==> config.mk <==
export PLATFORM = sky130hd
export DESIGN_NAME = cmpcond_top
export DESIGN_NICKNAME = d
export VERILOG_FILES = /design/src/rtl/cmpcond_pkg.sv /design/src/rtl/cmpcond_regs.sv /design/src/rtl/cmpcond_path.sv /design/src/rtl/cmpcond_top.sv
export SDC_FILE = /design/constraint.sdc
export NUM_CORES = 1
export LEC_CHECK = 0
export BUFFER_PORTS_ARGS = -buffer_cell sky130_fd_sc_hd__buf_2
export CORE_ASPECT_RATIO = 0.8
export CORE_MARGIN = 10
export CORE_UTILIZATION = 43
export CTS_CLUSTER_SIZE = 30
export DETAILED_ROUTE_END_ITERATION = 8
export HOLD_SLACK_MARGIN = 0.06
export PLACE_DENSITY = 0.93
export SYNTH_ARGS = -nofsm -noshare
export SYNTH_HDL_FRONTEND = slang
export SYNTH_SLANG_ARGS = --single-unit
export TNS_END_PERCENT = 10
==> constraint.sdc <==
create_clock -name clk -period 4.6 [get_ports clk]
set_input_delay 0.46 -clock clk [delete_from_list [all_inputs] [get_ports clk]]
set_output_delay 0.46 -clock clk [all_outputs]
set_load 0.03 [all_outputs]
==> src/rtl/cmpcond_pkg.sv <==
package cmpcond_pkg;

  localparam int CFG_W       = 32;
  localparam int NUM_BLANK   = 6;
  localparam int BLANK_SEL_W = $clog2(NUM_BLANK + 1);

  // configuration word layout
  localparam int BIT_EN    = 0;
  localparam int BIT_INV   = 1;
  localparam int BIT_IRQEN = 2;
  localparam int BIT_SCAL  = 3;
  localparam int BIT_BRG   = 4;
  localparam int HYST_LSB  = 5;
  localparam int HYST_W    = 2;
  localparam int PWR_LSB   = 7;
  localparam int PWR_W     = 2;
  localparam int BLK_LSB   = 9;
  localparam int INM_LSB   = 12;
  localparam int INM_W     = 4;
  localparam int INP_LSB   = 16;
  localparam int INP_W     = 2;
  localparam int BIT_LOCK  = CFG_W - 1;

  // status word layout
  localparam int ST_FLAG = 0;
  localparam int ST_OUT  = 1;

  typedef enum logic [1:0] {
    SPEED_HIGH = 2'd0,
    SPEED_MED  = 2'd1,
    SPEED_ULP  = 2'd2
  } speedClass_e;

  typedef enum logic [1:0] {
    TAP_OFF    = 2'd0,
    TAP_FLAT   = 2'd1,
    TAP_GRADED = 2'd2
  } tapMode_e;

  // strobes and levels from control to datapath
  typedef struct packed {
    logic                   enable;
    logic                   invert;
    logic                   irqEn;
    logic [BLANK_SEL_W-1:0] blankSel;
    logic                   irqClr;
  } dpCtrl_t;

endpackage

==> src/rtl/cmpcond_regs.sv <==
module cmpcond_regs
  import cmpcond_pkg::*;
(
  input  logic             clk,
  input  logic             rstN,
  input  logic             busWrEn,
  input  logic             busAddr,
  input  logic [CFG_W-1:0] busWdata,
  output logic [CFG_W-1:0] busRdata,
  input  logic             condOut,
  input  logic             irqFlag,
  output dpCtrl_t          dpCtrl,
  output logic             chanEn,
  output logic [HYST_W-1:0] hystLevel,
  output logic [PWR_W-1:0]  pwrMode,
  output logic [1:0]        speedClass,
  output logic [INM_W-1:0]  inmSel,
  output logic [INP_W-1:0]  inpSel,
  output logic              scalerEn,
  output logic              bridgeEn,
  output logic [1:0]        tapMode
);

  localparam logic [CFG_W-1:0] FIELD_MASK =
      (CFG_W'(1) << BIT_EN) | (CFG_W'(1) << BIT_INV) | (CFG_W'(1) << BIT_IRQEN) |
      (CFG_W'(1) << BIT_SCAL) | (CFG_W'(1) << BIT_BRG) |
      (CFG_W'((1 << HYST_W) - 1) << HYST_LSB) |
      (CFG_W'((1 << PWR_W) - 1) << PWR_LSB) |
      (CFG_W'((1 << BLANK_SEL_W) - 1) << BLK_LSB) |
      (CFG_W'((1 << INM_W) - 1) << INM_LSB) |
      (CFG_W'((1 << INP_W) - 1) << INP_LSB) |
      (CFG_W'(1) << BIT_LOCK);

  logic [CFG_W-1:0] cfgQ;
  logic             lockQ;
  logic             cfgWrite;
  logic             clrWrite;

  assign lockQ    = cfgQ[BIT_LOCK];
  assign cfgWrite = busWrEn && !busAddr && !lockQ;
  assign clrWrite = busWrEn && busAddr && busWdata[ST_FLAG];

  always_ff @(posedge clk or negedge rstN) begin
    if (!rstN) begin
      cfgQ <= '0;
    end else if (cfgWrite) begin
      cfgQ <= busWdata & FIELD_MASK;
    end
  end

  // strobes toward the datapath
  always_comb begin
    dpCtrl.enable   = cfgQ[BIT_EN];
    dpCtrl.invert   = cfgQ[BIT_INV];
    dpCtrl.irqEn    = cfgQ[BIT_IRQEN];
    dpCtrl.blankSel = cfgQ[BLK_LSB +: BLANK_SEL_W];
    dpCtrl.irqClr   = clrWrite;
  end

  // decoded controls toward the analog macro
  assign chanEn    = cfgQ[BIT_EN];
  assign hystLevel = cfgQ[HYST_LSB +: HYST_W];
  assign pwrMode   = cfgQ[PWR_LSB +: PWR_W];
  assign inmSel    = cfgQ[INM_LSB +: INM_W];
  assign inpSel    = cfgQ[INP_LSB +: INP_W];
  assign scalerEn  = cfgQ[BIT_SCAL];
  assign bridgeEn  = cfgQ[BIT_BRG];

  always_comb begin
    unique case (pwrMode)
      2'd0:    speedClass = SPEED_HIGH;
      2'd3:    speedClass = SPEED_ULP;
      default: speedClass = SPEED_MED;
    endcase
  end

  always_comb begin
    if (!scalerEn)     tapMode = TAP_OFF;
    else if (bridgeEn) tapMode = TAP_GRADED;
    else               tapMode = TAP_FLAT;
  end

  // read mux
  always_comb begin
    busRdata = '0;
    if (busAddr) begin
      busRdata[ST_FLAG] = irqFlag;
      busRdata[ST_OUT]  = condOut;
    end else begin
      busRdata = cfgQ;
    end
  end

  a_r3_lock_sticky: assert property (@(posedge clk) disable iff (!rstN)
    lockQ |=> lockQ);

  a_r3_locked_frozen: assert property (@(posedge clk) disable iff (!rstN)
    lockQ |=> $stable(cfgQ));

  a_r2_reserved_zero: assert property (@(posedge clk) disable iff (!rstN)
    (!busAddr) |-> (busRdata[BIT_LOCK-1:INP_LSB+INP_W] == '0));

endmodule

==> src/rtl/cmpcond_path.sv <==
module cmpcond_path
  import cmpcond_pkg::*;
#(
  parameter int SYNC_STAGES = 2
) (
  input  logic                 clk,
  input  logic                 rstN,
  input  logic                 rawCmp,
  input  logic [NUM_BLANK-1:0] blankReq,
  input  dpCtrl_t              dpCtrl,
  output logic                 condOut,
  output logic                 irqFlag
);

  logic [SYNC_STAGES-1:0] syncQ;
  logic                   syncBit;
  logic                   blankHit;
  logic                   condPrev;
  logic                   changeEv;

  generate
    if (SYNC_STAGES < 2) begin : g_badDepth
      initial $error("SYNC_STAGES must be at least 2");
    end
  endgenerate

  always_ff @(posedge clk or negedge rstN) begin
    if (!rstN) syncQ <= '0;
    else       syncQ <= {syncQ[SYNC_STAGES-2:0], rawCmp};
  end
  assign syncBit = syncQ[SYNC_STAGES-1];

  // reserved select codes match no line
  always_comb begin
    blankHit = 1'b0;
    for (int k = 0; k < NUM_BLANK; k++) begin
      if (dpCtrl.blankSel == BLANK_SEL_W'(k + 1)) blankHit = blankReq[k];
    end
  end

  assign condOut = dpCtrl.enable & (syncBit ^ dpCtrl.invert) & ~blankHit;

  assign changeEv = condOut ^ condPrev;

  always_ff @(posedge clk or negedge rstN) begin
    if (!rstN) begin
      condPrev <= 1'b0;
      irqFlag  <= 1'b0;
    end else begin
      condPrev <= condOut;
      if (changeEv && dpCtrl.irqEn) irqFlag <= 1'b1;
      else if (dpCtrl.irqClr)       irqFlag <= 1'b0;
    end
  end

  a_r9_rise_needs_enable: assert property (@(posedge clk) disable iff (!rstN)
    $rose(irqFlag) |-> $past(dpCtrl.irqEn));

  a_r10_fall_needs_clear: assert property (@(posedge clk) disable iff (!rstN)
    $fell(irqFlag) |-> $past(dpCtrl.irqClr));

  a_r6_blank_forces_low: assert property (@(posedge clk) disable iff (!rstN)
    (dpCtrl.blankSel != '0 && int'(dpCtrl.blankSel) <= NUM_BLANK &&
     blankReq[dpCtrl.blankSel - 1'b1]) |-> !condOut);

  a_r8_disabled_low: assert property (@(posedge clk) disable iff (!rstN)
    !dpCtrl.enable |-> !condOut);

endmodule

==> src/rtl/cmpcond_top.sv <==
module cmpcond_top
  import cmpcond_pkg::*;
#(
  parameter int SYNC_STAGES = 2
) (
  input  logic                 clk,
  input  logic                 rstN,
  input  logic                 busWrEn,
  input  logic                 busAddr,
  input  logic [CFG_W-1:0]     busWdata,
  output logic [CFG_W-1:0]     busRdata,
  input  logic                 rawCmp,
  input  logic [NUM_BLANK-1:0] blankReq,
  output logic                 condOut,
  output logic                 irqOut,
  output logic                 chanEn,
  output logic [HYST_W-1:0]    hystLevel,
  output logic [PWR_W-1:0]     pwrMode,
  output logic [1:0]           speedClass,
  output logic [INM_W-1:0]     inmSel,
  output logic [INP_W-1:0]     inpSel,
  output logic                 scalerEn,
  output logic                 bridgeEn,
  output logic [1:0]           tapMode
);

  dpCtrl_t dpCtrl;
  logic    condW;
  logic    flagW;

  cmpcond_regs u_regs (
    .clk        (clk),
    .rstN       (rstN),
    .busWrEn    (busWrEn),
    .busAddr    (busAddr),
    .busWdata   (busWdata),
    .busRdata   (busRdata),
    .condOut    (condW),
    .irqFlag    (flagW),
    .dpCtrl     (dpCtrl),
    .chanEn     (chanEn),
    .hystLevel  (hystLevel),
    .pwrMode    (pwrMode),
    .speedClass (speedClass),
    .inmSel     (inmSel),
    .inpSel     (inpSel),
    .scalerEn   (scalerEn),
    .bridgeEn   (bridgeEn),
    .tapMode    (tapMode)
  );

  cmpcond_path #(.SYNC_STAGES(SYNC_STAGES)) u_path (
    .clk      (clk),
    .rstN     (rstN),
    .rawCmp   (rawCmp),
    .blankReq (blankReq),
    .dpCtrl   (dpCtrl),
    .condOut  (condW),
    .irqFlag  (flagW)
  );

  assign condOut = condW;
  assign irqOut  = flagW;

endmodule

==> out/results.txt, run 1 <==
Layout cells sized above 1 - 0.571
Asr flop ratio synth - 1.00
Synth Register Bits - 23
MaxCap Viol Count - 0
Tmin final - 2440 ps
Area delta synth->final - 23.7%
Rel. slew slack - 0.443
Sequential fraction of the synthesis area - 0.456
Status - finished clean
Worst hold path class - input pin to async pin
Switch Pwr - 0.584 mW
Clock buffer count from CTS - 3
CTS Root Cell - clkbuf_8
First-pass GRT wire length - 4820 um
Comb pwr share - 0.577
Core area - 0.00279 mm^2
Skew final - 2.52 ps
Distinct cell type count after synthesis - 24
CTS tree - built
Post-Syn Area per Cell - 11.9 um^2
Peak VDD IR - 0.000454 V
Setup WS pre-CTS - 2320 ps
EDFF count, synth - 0
Post-CTS setup repair buffer count - 0
Crit path max fanout - 6
Most frequent cells in the layout - 67 x buf_2, 23 x dfrtp_1, 17 x nor2b_1
Htree depth - 1
Total power - 1.18 mW
Final WL - 3120 um
Final core utilization - 0.560
Hold Buf Count CTS - 0
Initial DRC Count - 18
Vias - 924
GRT overflow - 0
Residual DRC - 0
Die area - 0.00552 mm^2
Post-placement cell count - 197
Vias in the first global route - 1001
TritonCTS Sinks - 23
Non-Filler Instances - 201
WL/cell - 15.5 um
Clock power share - 0.107
Worst Hold Slack - 148 ps
Cell Int Power - 0.600 mW
Critical Path Start Type - flop
Maximum clock insertion buffer count - 2
# fillers - 258
Largest net degree at the start of global routing - 24
Avg Vias per Cell - 4.60
Worst EP required - 4140 ps
Final setup fails - 0
GP Congestion - 0.710
DIE HEIGHT - 68.5 um
Sw frac - 0.493
Mapped cell area - 0.00126 mm^2
Antenna Cells - 0
Max Fclk - 0.411 GHz
Port Buffers - 67
Tcrit/Tclk final - 0.529
Worst-path clk slew - 80 ps
Setup TNS - 0 ps
Critical Path Sink Type - primary output
I/O pins - 94
Design area - 0.00156 mm^2
Tot GR Track Use - 0.112
ANT nets after route - 0
Pleak - 0.801 nW
RSZ-0062 raised after global routing - false
First drt pass iteration count - 2
Synth warnings - 0
Worst EP arrival - 1980 ps
Syn Inst Count - 106
PwrDens - 758 mW/mm^2
Antenna violations before repair - 0
CTS-repair resized insts - 0
DIE WIDTH - 80.6 um
Later-pin clock latency in the skew report - 260 ps
Post-synth top flop - dfrtp_1
Slew @ Worst Pin - 832 ps
Most common cell after layout, fill and taps aside - buf_2
Setup ws final - 2160 ps
Setup CP Type - flop to primary output
Final Hold Viols - 0
Pins Over Slew Limit - 0
DP Area - 0.00151 mm^2
Cell Rows - 17
Post-DP HPWL - 2570 um
Sequential Power Share - 0.316
Nets@finish - 208
Initial core utilization - 0.453
==> sequential cells by signal, indices dropped and copies added, names as in the netlist <==
| name | count |
|---|---|
| u_regs.cfgQ | 19 |
| u_path.syncQ | 2 |
| u_path.condPrev | 1 |
| u_path.irqFlag | 1 |
==> area by class of cell <==
class	count	area [um^2]	share of cell area
multi-input cells	68	547	0.350
flip-flops and latches	23	576	0.369
clock inverters	1	7.51	0.00481
well taps	38	47.5	0.0304
clock buffers	3	41.3	0.0264
repair buffers	68	343	0.220
==> worst max-delay path: stages (launching register included) <==
cell and delay (ps):
dfrtp_1 450, nand2b_1 160, mux4_2 510, nor2b_4 160
mux2_4 260, buf_2 180
==> final timing paths <==
path	start	end	slack, ps	cells past startpoint
max in group asynchronous	rstN	u_path.irqFlag	4120	1
min reg2reg	u_path.syncQ[0]	u_path.syncQ[1]	360	0
max	u_regs.cfgQ[10]	busRdata[1]	2160	5
min in group clk	rawCmp	u_path.syncQ[0]	300	1
min	rstN	u_regs.cfgQ[6]	150	1
max reg2reg	u_regs.cfgQ[31]	u_regs.cfgQ[17]	2720	3
==> metal layers <==
layer	share of wire	up-vias	global-route usage
li1	-	431	-
met1	0.39	432	0.119
met2	0.44	59	0.183
met3	0.16	2	0.0759
met4	0.0067	0	0.0263
met5	0	-	0
==> cell families after synthesis <==
family | count (synthesis) | synth area share
fa+ha+maj | 1 | 0.00991
other cells | 1 | 0.00297
buf+inv | 27 | 0.151
xor+xnor | 1 | 0.00694
simple gates | 27 | 0.140
compound gates | 3 | 0.0188
flops | 23 | 0.456
mux | 23 | 0.215
==> power by group through the flow <==
stage	clock network (mW)	logic, mW	registers (mW)
floorplan	0	0.551	0.392
global placement	0	0.678	0.372
detailed placement	0	0.692	0.378
CTS	0.130	0.692	0.376
global route	0.141	0.722	0.393
finish	0.127	0.682	0.374
==> Yosys cell counts (2+ instances only) <==
library cell	instances	share of area
mux2i_1	2	0.016
mux2_2	16	0.14
buf_2	2	0.0079
buf_4	23	0.14
clkbuf_1	2	0.0059
nor2b_1	17	0.084
nand2_1	3	0.0089
mux2_1	3	0.027
dfrtp_1	23	0.46
Power figures use the tool's default switching activity.
==> run 2, diff against run 1 <==
--- a/config.mk
+++ b/config.mk
@@ -8,11 +8,11 @@
 export BUFFER_PORTS_ARGS = -buffer_cell sky130_fd_sc_hd__buf_2
 export CORE_ASPECT_RATIO = 0.8
 export CORE_MARGIN = 10
-export CORE_UTILIZATION = 43
+export CORE_UTILIZATION = 40
 export CTS_CLUSTER_SIZE = 30
 export DETAILED_ROUTE_END_ITERATION = 8
 export HOLD_SLACK_MARGIN = 0.06
-export PLACE_DENSITY = 0.93
+export PLACE_DENSITY = 0.88
 export SYNTH_ARGS = -nofsm -noshare
 export SYNTH_HDL_FRONTEND = slang
 export SYNTH_SLANG_ARGS = --single-unit
==> constraint.sdc (replaced) <==
create_clock -name clk -period 2.4 [get_ports clk]
set_input_delay 0.24 -clock clk [delete_from_list [all_inputs] [get_ports clk]]
set_output_delay 0.24 -clock clk [all_outputs]
set_load 0.03 [all_outputs]
==> run 2 against run 1 <==
Compared with the run above:
- combinational power is 91% higher
- critical path depth stayed put
- clock-buffer cell count stayed put
- sequential share of layout area is 0.29 points lower
- routed wire length is 1.7% lower
- non-clock buffer count is 1 higher
- clock power is 93% higher
- worst hold slack worse by 61 ps
- register-to-register slack worse by 1900 ps
- critical path type unchanged
- critical endpoint unchanged
- largest cell class unchanged
- largest power group unchanged
==> out/results.txt, run 2 (same netlist as run 1, synthesis figures left out) <==
Clock buffer count from CTS - 3
Worst EP required - 2160 ps
Slowest stage cell, crit path - mux4_2
Max incr delay on CP - 500 ps
First-pass GRT wire length - 4790 um
Antenna Cells - 0
Initial DRC Count - 45
Layout cells sized above 1 - 0.567
Critical Path Sink Type - primary output
Hold Path End - u_path.syncQ[0]
Peak VDD IR - 0.000848 V
MaxCap Viol Count - 0
Nets@finish - 209
Met1 wire length - 1170 um
Post-CTS setup repair buffer count - 0
Max layer used - met4
Residual DRC - 0
Final Hold Viols - 0
Rel. slew slack - 0.662
Crit path max fanout - 6
Setup CP Type - flop to primary output
Die area - 0.00582 mm^2
First drt pass iteration count - 3
I/O pins - 94
Area delta synth->final - 24.7%
DIE HEIGHT - 70.3 um
ANT nets after route - 0
CTS-repair resized insts - 0
Avg Vias per Cell - 4.41
Worst Hold Depth - 1
Most common cell after layout, fill and taps aside - buf_2
Critical Path Start Type - flop
Vias in the first global route - 1077
Post-DP HPWL - 2460 um
Largest register by flop count - u_regs.cfgQ
Non-Filler Instances - 204
Core area - 0.00306 mm^2
Final WL - 3070 um
Pins Over Slew Limit - 0
DP Area - 0.00152 mm^2
Worst flop-to-flop path endpoint - u_regs.cfgQ[11]
Worst hold path class - input pin to flop
Worst Hold Launch - rawCmp
TritonCTS Sinks - 23
PwrDens - 1440 mW/mm^2
Status - finished clean
Hold Buf Count CTS - 1
Antenna violations before repair - 0
Setup WS pre-CTS - 485 ps
Skew final - 5.20 ps
Cell Rows - 18
RSZ-0062 raised after global routing - false
Initial core utilization - 0.412
CTS tree - built
Largest net degree at the start of global routing - 24
WL met3 - 486 um
Tcrit/Tclk final - 0.917
Slew @ Worst Pin - 506 ps
Later-pin clock latency in the skew report - 270 ps
CTS Root Cell - clkbuf_8
Final setup fails - 0
CP startpoint - u_regs.cfgQ[10]
GRT overflow - 0
R2R cell count - 3
Internal reg-to-reg setup slack - 860 ps
Setup TNS - 0 ps
Max reg flops - 19
Worst-path clk slew - 90 ps
Tmin final - 2200 ps
Tot GR Track Use - 0.0977
Wire length on met2 - 1390 um
Htree depth - 1
Setup ws final - 199 ps
Top flop regs - u_regs.cfgQ (19), u_path.syncQ (2)
Most frequent cells in the layout - 67 x buf_2, 23 x dfrtp_1, 17 x nor2b_1
Post-placement cell count - 199
Maximum clock insertion buffer count - 2
Worst EP arrival - 1960 ps
Max Fclk - 0.454 GHz
GP Congestion - 0.713
Reg-to-Reg Start - u_regs.cfgQ[31]
WL/cell - 15.0 um
Worst-path cell chain - nand2b_1 -> mux4_2 -> nor2b_4 -> mux2_4 -> buf_2
Design area - 0.00157 mm^2
DIE WIDTH - 82.8 um
Port Buffers - 67
Vias - 900
Pleak - 0.805 nW
[run 2: cell count changes in the layout (fill, tap and decap cells not counted)]
| cell | change |
|---|---|
| dlygate4sd3_1 | +1 |
[run 2: layout make-up]
type	count	area (um^2)
Tap cell	40	50.0
Multi-Input combinational cell	68	547
Clock inverter	1	7.51
Sequential cell	23	576
Timing Repair Buffer	69	353
Clock buffer	3	41.3
Fill cell	269	1490
[run 2: per-stage QoR]
stage	utilization	hold WS (ps)	power, mW
2_1_floorplan	-	-55.6	1.81
3_3_place_gp	0.495	240	2.02
3_5_place_dp	0.495	246	2.04
4_1_cts	0.514	77.3	2.30
5_1_grt	0.514	70.5	2.40
6_report	0.514	87.1	2.26
[run 2: metal layers]
metal	GRT usage	up-vias
li1	-	432
met1	0.0902	411
met2	0.163	53
met3	0.0776	4
met4	0.0283	0
met5	0	-
[run 2: critical path: cells and delay by family, from the launching register on]
family | cells | cell delay (ps)
muxes | 2 | 750
buffers and inverters | 1 | 180
DFF | 1 | 450
and+or+nand+nor | 2 | 320
[run 2: worst max-delay path by stage]
stage	end	slack (ps)	cells past startpoint
2_1_floorplan	busRdata[1]	630	4
3_3_place_gp	busRdata[1]	490	5
3_5_place_dp	busRdata[1]	480	5
4_1_cts	busRdata[1]	180	5
5_1_grt	busRdata[1]	130	5
6_report	busRdata[1]	200	5
[run 2: report_power, final]
group | total (mW) | internal [mW] | leakage [nW] | switching [mW]
clock network | 0.245 | 0.117 | 0.0217 | 0.127
logic | 1.30 | 0.471 | 0.514 | 0.832
registers | 0.712 | 0.563 | 0.269 | 0.149
total | 2.26 | 1.15 | 0.805 | 1.11
